==> config.mk <==
export PLATFORM = sky130hd
export DESIGN_NAME = bytefetch_unit
export DESIGN_NICKNAME = d
export VERILOG_FILES = /design/src/rtl/bfu_pkg.sv /design/src/rtl/bfu_extend.sv /design/src/rtl/bfu_byte_queue.sv /design/src/rtl/bfu_fetch_ctrl.sv /design/src/rtl/bytefetch_unit.sv
export SDC_FILE = /design/constraint.sdc
export NUM_CORES = 1
export LEC_CHECK = 0
export ABC_AREA = 1
export BUFFER_PORTS_ARGS = -buffer_cell sky130_fd_sc_hd__buf_4
export CAP_MARGIN = 20
export CORE_MARGIN = 3
export CORE_UTILIZATION = 35
export CTS_BUF_LIST = sky130_fd_sc_hd__clkbuf_8
export CTS_CLUSTER_SIZE = 30
export DETAILED_ROUTE_END_ITERATION = 6
export PLACE_DENSITY = 0.58
export SLEW_MARGIN = 25
export SYNTH_ARGS = -nofsm -noshare
export SYNTH_HDL_FRONTEND = slang
export SYNTH_SLANG_ARGS = --single-unit
==> constraint.sdc <==
create_clock -name clk -period 7 [get_ports clk]
set_clock_uncertainty 0.1 [all_clocks]
set_input_delay 0.7 -clock clk [delete_from_list [all_inputs] [get_ports clk]]
set_output_delay 0.7 -clock clk [all_outputs]
set_load 0.1 [all_outputs]
==> src/rtl/bfu_pkg.sv <==
package bfu_pkg;
   parameter int BFU_OUT_W = 32;
   typedef logic [7:0] bfu_byte_t;
endpackage

==> src/rtl/bfu_extend.sv <==
module bfu_extend
   import bfu_pkg::*;
#(
   parameter int IN_W = 8
) (
   input  logic [IN_W-1:0]      val,
   output logic [BFU_OUT_W-1:0] zext,
   output logic [BFU_OUT_W-1:0] sext
);
   generate
      if (IN_W < BFU_OUT_W) begin : g_pad
         assign zext = {{(BFU_OUT_W-IN_W){1'b0}}, val};
         assign sext = {{(BFU_OUT_W-IN_W){val[IN_W-1]}}, val};
      end else begin : g_pass
         assign zext = val[BFU_OUT_W-1:0];
         assign sext = val[BFU_OUT_W-1:0];
      end
   endgenerate
endmodule

==> src/rtl/bfu_byte_queue.sv <==
module bfu_byte_queue
   import bfu_pkg::*;
#(
   parameter int QDEPTH     = 6,
   parameter int WORD_BYTES = 4,
   localparam int WORD_W    = 8 * WORD_BYTES,
   localparam int OFS_W     = $clog2(WORD_BYTES),
   localparam int CNT_W     = $clog2(QDEPTH + 1)
) (
   input  logic              clk,
   input  logic              rst_n,
   input  logic              flush,
   input  logic [1:0]        pop_n,
   input  logic              push_en,
   input  logic [WORD_W-1:0] push_word,
   input  logic [OFS_W-1:0]  push_skip,
   output bfu_byte_t         head0,
   output bfu_byte_t         head1,
   output logic [CNT_W-1:0]  count
);
   bfu_byte_t        slot_q [QDEPTH];
   bfu_byte_t        slot_d [QDEPTH];
   logic [CNT_W-1:0] count_q, count_d;

   always_comb begin
      int keep;
      int push_cnt;
      keep     = int'(count_q) - int'(pop_n);
      push_cnt = push_en ? (WORD_BYTES - int'(push_skip)) : 0;
      for (int i = 0; i < QDEPTH; i++) begin
         if (i < keep) begin
            slot_d[i] = slot_q[i + int'(pop_n)];
         end else if ((i - keep) < push_cnt) begin
            slot_d[i] = push_word[8*(int'(push_skip) + i - keep) +: 8];
         end else begin
            slot_d[i] = slot_q[i];
         end
      end
      count_d = CNT_W'(keep + push_cnt);
   end

   always_ff @(posedge clk or negedge rst_n) begin
      if (!rst_n) begin
         count_q <= '0;
         for (int i = 0; i < QDEPTH; i++) slot_q[i] <= '0;
      end else if (flush) begin
         count_q <= '0;
      end else begin
         count_q <= count_d;
         for (int i = 0; i < QDEPTH; i++) slot_q[i] <= slot_d[i];
      end
   end

   assign head0 = slot_q[0];
   assign head1 = slot_q[1];
   assign count = count_q;
endmodule

==> src/rtl/bfu_fetch_ctrl.sv <==
module bfu_fetch_ctrl #(
   parameter int ADDR_W     = 32,
   parameter int WORD_BYTES = 4,
   parameter int QDEPTH     = 6,
   parameter logic [ADDR_W-1:0] RESET_PC = '0,
   localparam int WORD_W    = 8 * WORD_BYTES,
   localparam int OFS_W     = $clog2(WORD_BYTES),
   localparam int WADDR_W   = ADDR_W - OFS_W,
   localparam int CNT_W     = $clog2(QDEPTH + 1)
) (
   input  logic               clk,
   input  logic               rst_n,
   input  logic               pc_load,
   input  logic [ADDR_W-1:0]  pc_value,
   input  logic [CNT_W-1:0]   q_count,
   output logic               mem_req,
   output logic [WADDR_W-1:0] mem_addr,
   input  logic               mem_gnt,
   input  logic               mem_rvalid,
   input  logic [WORD_W-1:0]  mem_rdata,
   output logic               push_en,
   output logic [WORD_W-1:0]  push_word,
   output logic [OFS_W-1:0]   push_skip
);
   logic [WADDR_W-1:0] wptr_q;
   logic [OFS_W-1:0]   skip_q;
   logic               outst_q;
   logic               drop_q;
   logic               grant;

   assign mem_req   = !outst_q && (int'(q_count) <= (QDEPTH - WORD_BYTES));
   assign mem_addr  = wptr_q;
   assign grant     = mem_req && mem_gnt;
   assign push_en   = mem_rvalid && outst_q && !drop_q && !pc_load;
   assign push_word = mem_rdata;
   assign push_skip = skip_q;

   always_ff @(posedge clk or negedge rst_n) begin
      if (!rst_n) begin
         wptr_q  <= RESET_PC[ADDR_W-1:OFS_W];
         skip_q  <= RESET_PC[OFS_W-1:0];
         outst_q <= 1'b0;
         drop_q  <= 1'b0;
      end else begin
         if (pc_load) begin
            wptr_q <= pc_value[ADDR_W-1:OFS_W];
            skip_q <= pc_value[OFS_W-1:0];
         end else begin
            if (grant)   wptr_q <= wptr_q + WADDR_W'(1);
            if (push_en) skip_q <= '0;
         end

         if (grant)           outst_q <= 1'b1;
         else if (mem_rvalid) outst_q <= 1'b0;

         if (pc_load)         drop_q <= grant || (outst_q && !mem_rvalid);
         else if (mem_rvalid) drop_q <= 1'b0;
      end
   end
endmodule

==> src/rtl/bytefetch_unit.sv <==
module bytefetch_unit
   import bfu_pkg::*;
#(
   parameter int ADDR_W     = 32,
   parameter int WORD_BYTES = 4,
   parameter int QDEPTH     = 6,
   parameter logic [ADDR_W-1:0] RESET_PC = '0,
   localparam int WORD_W    = 8 * WORD_BYTES,
   localparam int OFS_W     = $clog2(WORD_BYTES),
   localparam int WADDR_W   = ADDR_W - OFS_W,
   localparam int CNT_W     = $clog2(QDEPTH + 1)
) (
   input  logic               clk,
   input  logic               rst_n,
   input  logic               pc_load,
   input  logic [ADDR_W-1:0]  pc_value,
   input  logic               rd_byte,
   input  logic               rd_half,
   output logic               mbr1_valid,
   output logic [31:0]        mbr1_zext,
   output logic [31:0]        mbr1_sext,
   output logic               mbr2_valid,
   output logic [31:0]        mbr2_zext,
   output logic [31:0]        mbr2_sext,
   output logic               mem_req,
   output logic [WADDR_W-1:0] mem_addr,
   input  logic               mem_gnt,
   input  logic               mem_rvalid,
   input  logic [WORD_W-1:0]  mem_rdata
);
   generate
      if (QDEPTH < WORD_BYTES || QDEPTH < 2) begin : g_bad_depth
         $error("queue depth must hold one word and at least two bytes");
      end
      if (WORD_BYTES < 2 || (1 << OFS_W) != WORD_BYTES) begin : g_bad_word
         $error("word size must be a power of two of at least two bytes");
      end
      if (BFU_OUT_W != 32) begin : g_bad_out
         $error("output views are 32 bits wide");
      end
   endgenerate

   logic [CNT_W-1:0]  q_count;
   logic [1:0]        pop_n;
   logic              push_en;
   logic [WORD_W-1:0] push_word;
   logic [OFS_W-1:0]  push_skip;
   bfu_byte_t         head0, head1;

   // the pair read wins; a load cancels both strobes
   always_comb begin
      pop_n = 2'd0;
      if (!pc_load) begin
         if (rd_half && q_count >= CNT_W'(2))      pop_n = 2'd2;
         else if (rd_byte && q_count >= CNT_W'(1)) pop_n = 2'd1;
      end
   end

   bfu_fetch_ctrl #(
      .ADDR_W(ADDR_W), .WORD_BYTES(WORD_BYTES), .QDEPTH(QDEPTH), .RESET_PC(RESET_PC)
   ) u_fetch (
      .clk(clk), .rst_n(rst_n), .pc_load(pc_load), .pc_value(pc_value),
      .q_count(q_count), .mem_req(mem_req), .mem_addr(mem_addr),
      .mem_gnt(mem_gnt), .mem_rvalid(mem_rvalid), .mem_rdata(mem_rdata),
      .push_en(push_en), .push_word(push_word), .push_skip(push_skip)
   );

   bfu_byte_queue #(
      .QDEPTH(QDEPTH), .WORD_BYTES(WORD_BYTES)
   ) u_queue (
      .clk(clk), .rst_n(rst_n), .flush(pc_load), .pop_n(pop_n),
      .push_en(push_en), .push_word(push_word), .push_skip(push_skip),
      .head0(head0), .head1(head1), .count(q_count)
   );

   assign mbr1_valid = q_count >= CNT_W'(1);
   assign mbr2_valid = q_count >= CNT_W'(2);

   bfu_extend #(.IN_W(8)) u_ext1 (
      .val(head0), .zext(mbr1_zext), .sext(mbr1_sext)
   );

   bfu_extend #(.IN_W(16)) u_ext2 (
      .val({head0, head1}), .zext(mbr2_zext), .sext(mbr2_sext)
   );
endmodule

==> summary.txt, run 1 <==
count of pins over their slew limit -> 0
gr busiest metal -> met2
RSZ-0062 raised after global routing -> false
CP arrival -> 4980 ps
GR Util met1 -> 28.5%
outcome -> finished clean
Clock Latency Late Sink -> 400 ps
r2r setup slk -> 2320 ps
Startpoint Class -> primary input
first-pass GRT wire length -> 46700 µm
die height -> 169 µm
final setup vio count -> 0
CTS max path bufs -> 2
WL final -> 30200 µm
Placeable Area -> 25500 µm²
cells along the critical path -> buf_4 -> nor2_4 -> nand2_1 -> nor2_1 -> ha_1 -> inv_1 -> fa_1 -> inv_1 -> ha_1 -> or2_2 -> nand2_1 -> inv_1 -> ha_1 -> inv_1 -> nor2_1 -> nor2_1 -> nand3_2 -> o21ai_4 -> nand2_4 -> nor2_1 -> a21oi_1
syn_area_per_cell -> 6.49 µm²
worst-path fanout max -> 36
max-capacitance violation count -> 0
initial antenna violation count -> 0
cell type with the highest aggregate area in the netlist -> dfrtp_1
Gate Count Post-Synth -> 1425
Max stage delay on crit path -> 880 ps
vias in the first global route -> 8380
share of layout cells above drive strength 1 -> 18.7%
IO Count -> 232
Crit Path Class -> primary input to flop
# hold bufs at CTS -> 0
Post-route DRC -> 0
sequential element share of the synthesized area -> 23.0%
Layout area overhead -> 10.9%
CP delay by family, top -> simple AND/OR/NAND/NOR gates
start of the worst register-to-register path -> u_queue.count[2]
via count -> 9243
Slew headroom -> 47.3%
via density per instance -> 5.06
Synth top area share -> 23.0%
register bit count reported by yosys -> 85
CTS tree -> built
Netlist cell types -> 52
final hold violation count -> 0
worst hold path class -> primary input to asynchronous set/reset pin
setup TNS -> 0 ps
ant diodes -> 0
antenna-violating nets left -> 0
Routed WL per cell -> 16.5 µm
Worst EP required -> 7190 ps
Non-Filler Instances -> 1827
nets -> 1606
R2R cell count -> 21
r2r endpoint -> u_queue.head0[0]
largest net degree at the start of global routing -> 70
final worst hold slack -> 127 ps
critical path capture point type -> flop
clock root cell -> clkbuf_8
Reg clk slew, reported paths -> 110 ps
CP Buf/Inv Count -> 5
DR iter-0 viols -> 704
Die ar. -> 28400 µm²
FP Rows -> 58
PortBufs -> 191
Post-CTS Setup Inserts -> 0
met2 Resource Use GR -> 34.3%
gr usage total -> 20.5%
Max Fclk -> 209 MHz
Tmin final -> 4790 ps
Starting Density -> 36.2%
total grt overflow -> 0
CP max-delay cell -> fa_1
H-Tree Depth -> 3
post_cts resized -> 0
TritonCTS buffer count -> 9
cell area after synthesis -> 9240 µm²
DR pass1 iterations -> 6
gpl congestion -> 0.911
period utilisation layout -> 68.4%
placed cell count -> 1811
Tightest Pin Transition -> 791 ps
Synth area leaders -> dfrtp_1 (23%), nand2_1 (16%), buf_4 (11%), nand3_1 (6.5%), nor2_1 (6.1%)
CTS sink cnt -> 85
Die W -> 169 µm
YS warnings -> 0
GR Util met3 -> 2.36%
HPWL after DPL -> 23800 µm
-- per-stage QoR --
stage               cell area, µm²  utilization (%)  setup slack, ps
finish                       10200             40.1             2210
global route                 10200             40.1             1800
CTS                          10200             40.1             2200
detailed placement           10000             39.3             1770
global placement             10000             39.3             1890
floorplan                     9390                -             2490
-- kinds of logic after synthesis --
| family | share of synthesized area, % |
|---|---|
| XOR/XNOR | 3.22 |
| AO/OA/AOI/OAI | 14.1 |
| flip-flops | 23.0 |
| adder cells (fa/ha/maj) | 6.39 |
| AND/OR/NAND/NOR | 34.6 |
| other | 0.0406 |
| buffers and inverters | 18.6 |
-- worst register-to-register path: stages, from the launching register on --
cell	delay (ps)
dfrtp_1	490
nor2_1	90
nand2_2	400
nand2_1	100
nor2_1	150
ha_1	160
inv_1	60
fa_1	880
inv_1	330
ha_1	310
or2_2	300
nand2_1	80
inv_1	50
ha_1	260
inv_1	50
nor2_1	40
nor2_1	110
nand3_2	100
o21ai_4	150
nand2_4	130
nor2_1	150
a21oi_1	80
-- cells in the mapped netlist, drive strengths merged --
master / number
a32oi: 1
o221ai: 4
o211ai: 39
nand3: 124
a31oi: 1
clkinv: 3
ha: 36
conb: 1
a22oi: 1
dfrtp: 85
a21oi: 75
o21bai: 2
nand3b: 1
buf: 165
fa: 7
nor2: 157
xor2: 18
nand4: 27
inv: 124
a21boi: 1
nand2: 407
or2: 9
o21ai: 95
and2: 1
o2111ai: 1
a211oi: 2
clkbuf: 15
xnor2: 10
nor3: 13
-- layout by cell type (no fill, tap or decap), types with 27 or more instances in the layout --
cell	n
inv_1	113
conb_1	40
nor2_1	149
nand3_1	120
dfrtp_1	85
o21ai_0	71
nand2_1	388
ha_1	36
o211ai_1	39
buf_4	197
a21oi_1	72
nand4_1	27
-- final cells by class --
cell class                 count  area (µm²)
inverter                     127         484
clock inverter                 7        78.8
multi-input combinational   1072        5540
sequential                    85        2130
timing repair buffer         197        1480
clock buffer                   9         124
tap                          330         413
fill                        2737       15300
-- flip-flops by register name (all words and copies together), names as in the netlist, named ones only --
| register | flops |
|---|---|
| u_fetch.drop_q | 1 |
| u_fetch.mem_addr | 30 |
| u_queue.head1 | 8 |
| u_fetch.outst_q | 1 |
| u_fetch.push_skip | 2 |
| u_queue.slot_q | 32 |
| u_queue.head0 | 7 |
| u_queue.count | 3 |
-- how the worst max path moves through the flow --
stage,endpoint,depth (start not counted),slack [ps],from
after floorplan,flop,23,2490,u_queue.count[2]
after global placement,flop,21,1890,pc_load
after detailed placement,u_queue.head0[0],21,1770,pc_load
after CTS,u_queue.head0[0],21,2200,pc_load
after global routing,u_queue.head0[6],21,1800,pc_load
final,u_queue.head0[0],21,2210,pc_load
-- per-layer routing --
layer | wire length (µm) | vias up
met3 | 1830 | 36
met2 | 14200 | 380
met1 | 13600 | 4233
li1 | - | 4594
met5 | 0 | -
met4 | 522 | 0
Power of run 1 is left out: the tool's default activity adds up to more than one toggle a clock period on the data nets, which glitch-free logic cannot reach.
==> run 2, diff against run 1 <==
==> constraint.sdc (replaced) <==
create_clock -name clk -period 4.7 [get_ports clk]
set_clock_uncertainty 0.1 [all_clocks]
set_input_delay 0.47 -clock clk [delete_from_list [all_inputs] [get_ports clk]]
set_output_delay 0.47 -clock clk [all_outputs]
set_load 0.1 [all_outputs]
==> summary.txt, run 2 (same netlist as run 1, synthesis figures left out) <==
antenna-violating nets left -> 0 (unchanged)
Placeable Area -> 25500 µm² (unchanged)
H-Tree Depth -> 3 (unchanged)
share of layout cells above drive strength 1 -> 19.1% (was 18.7%)
worst hold path class -> primary input to flop (was primary input to asynchronous set/reset pin)
DR pass1 iterations -> 5 (was 6)
Critical Path Stages -> 17 (was 21)
max FFs per register -> 32 (unchanged)
Layout area overhead -> 11.5% (was 10.9%)
crit path launch -> u_queue.count[2] (was pc_load)
CP arrival -> 4320 ps (was 4980 ps)
CTS max path bufs -> 2 (unchanged)
HPWL after DPL -> 24100 µm (was 23800 µm)
final instance area -> 10300 µm² (was 10200 µm²)
CTS sink cnt -> 85 (unchanged)
RSZ-0062 raised after global routing -> false (unchanged)
count of pins over their slew limit -> 0 (unchanged)
clock root cell -> clkbuf_8 (unchanged)
Max Fclk -> 244 MHz
Starting Density -> 36.2% (unchanged)
DR iter-0 viols -> 772 (was 704)
CP max-delay cell -> fa_1 (unchanged)
FP Rows -> 58 (unchanged)
critical path capture point type -> flop (unchanged)
Clock Latency Late Sink -> 400 ps (about the same)
final setup vio count -> 0 (unchanged)
Crit Path Class -> flop to flop (was primary input to flop)
via density per instance -> 4.99 (was 5.06)
die height -> 169 µm (unchanged)
slack of the critical path -> 593 ps (was 2210 ps)
Die W -> 169 µm (unchanged)
Critical Path Sink -> u_queue.slot_q[31] (was u_queue.head0[0])
Tmin final -> 4110 ps
r2r setup slk -> 590 ps (was 2320 ps)
initial antenna violation count -> 0 (unchanged)
period utilisation layout -> 87.4%
setup TNS -> 0 ps (unchanged)
Tightest Pin Transition -> 747 ps (was 791 ps)
vias in the first global route -> 8394 (was 8380)
ant diodes -> 0 (unchanged)
outcome -> finished clean (unchanged)
via count -> 9162 (was 9243)
commonest cells after routing, fill and taps aside -> nand2_1 (388), buf_4 (204), nor2_1 (149) (was nand2_1 (388), buf_4 (197), nor2_1 (149))
Startpoint Class -> flop (was primary input)
PortBufs -> 191 (unchanged)
Reg clk slew, reported paths -> 130 ps (was 110 ps)
cells along the critical path -> inv_2 -> nand2_2 -> nand2_4 -> inv_2 -> nor2_1 -> ha_1 -> inv_1 -> fa_1 -> buf_4 -> fa_1 -> inv_1 -> or2_2 -> a21oi_1 -> nand3_1 -> nand2_1 -> nand2_1 -> o21ai_1 (was buf_4 -> nor2_4 -> nand2_1 -> nor2_1 -> ha_1 -> inv_1 -> fa_1 -> inv_1 -> ha_1 -> or2_2 -> nand2_1 -> inv_1 -> ha_1 -> inv_1 -> nor2_1 -> nor2_1 -> nand3_2 -> o21ai_4 -> nand2_4 -> nor2_1 -> a21oi_1)
largest net degree at the start of global routing -> 69 (was 70)
Non-Filler Instances -> 1835 (was 1827)
final hold violation count -> 0 (unchanged)
Placed Instance Area -> 10100 µm² (was 10000 µm²)
Routed WL per cell -> 16.3 µm (was 16.5 µm)
R2R cell count -> 17 (was 21)
CP Buf/Inv Count -> 5 (unchanged)
gpl congestion -> 0.906 (was 0.911)
r2r endpoint -> u_queue.slot_q[31] (was u_queue.head0[0])
Post-route DRC -> 0 (unchanged)
CTS tree -> built (unchanged)
post_cts resized -> 0 (unchanged)
WL final -> 29900 µm (was 30200 µm)
Max stage delay on crit path -> 810 ps (was 880 ps)
DP Worst Slack -> 652 ps (was 1770 ps)
Die ar. -> 28400 µm² (unchanged)
worst-path fanout max -> 24 (was 36)
first-pass GRT wire length -> 46000 µm (was 46700 µm)
IO Count -> 232 (unchanged)
Slew headroom -> 50.1% (was 47.3%)
nets -> 1614 (was 1606)
gr usage total -> 20.3% (was 20.5%)
max-capacitance violation count -> 0 (unchanged)
TritonCTS buffer count -> 9 (unchanged)
leading cell type in the layout, fill and taps excluded -> nand2_1 (unchanged)
total grt overflow -> 0 (unchanged)
start of the worst register-to-register path -> u_queue.count[2] (unchanged)
placed cell count -> 1818 (was 1811)
Worst EP required -> 4910 ps (was 7190 ps)
CP delay by family, top -> adder cells (was simple AND/OR/NAND/NOR gates)
largest reg by FF count -> u_queue.slot_q (unchanged)
run 2: cell types whose count changed in the layout (fill, tap and decap cells not counted):
cell and delta:
buf_4 +7, clkinv_4 -1, clkinvlp_4 +1, dlygate4sd3_1 +1
run 2: what timing repair did:
action,in CTS,in global routing
buffers inserted,0,0
hold endpoints to repair,40,0
hold buffers,1,0
run 2: routing by layer:
metal  vias up  track usage (%)  share of wire (%)
met1      4189             28.4                 45
li1       4608                -                  -
met2       318             32.6                 46
met5         -                0                  0
met4         0             6.33                2.6
met3        47             3.04                6.2
run 2: tightest hold or removal path, delay by kind of cell:
| family | cells | cell delay, ps |
|---|---|---|
| simple gates | 2 | 110 |
| buf+inv | 1 | 70 |
run 2: area by class of cell:
| type | instances | area, µm² |
|---|---|---|
| clock inverters | 7 | 77.6 |
| inverters | 127 | 484 |
| multi-input cells | 1072 | 5540 |
| flip-flops and latches | 85 | 2130 |
| well taps | 330 | 413 |
| clock buffers | 9 | 124 |
| fillers | 2768 | 15200 |
| repair buffers | 205 | 1540 |
run 2: worst min path at each step:
stage          cells after the start                          to               start  slack [ps]
6_report                           3        u_fetch.mem_addr[24]        pc_value[26]         180
5_1_grt                            3        u_fetch.mem_addr[15]        pc_value[17]         170
4_1_cts                            3        u_fetch.mem_addr[26]        pc_value[28]         150
3_5_place_dp                       2          u_queue.slot_q[11]  u_queue.slot_q[11]         360
3_3_place_gp                       2          u_queue.slot_q[11]  u_queue.slot_q[11]         360
2_1_floorplan                      0  asynchronous set/reset pin               rst_n          70
run 2: through the flow:
stage          util [%]  hold slack (ps)
2_1_floorplan         -             74.4
3_3_place_gp       39.5              356
4_1_cts            40.4              153
5_1_grt            40.4              172
6_report           40.4              176
3_5_place_dp       39.5              359
Power of run 2 is left out for the same reason.
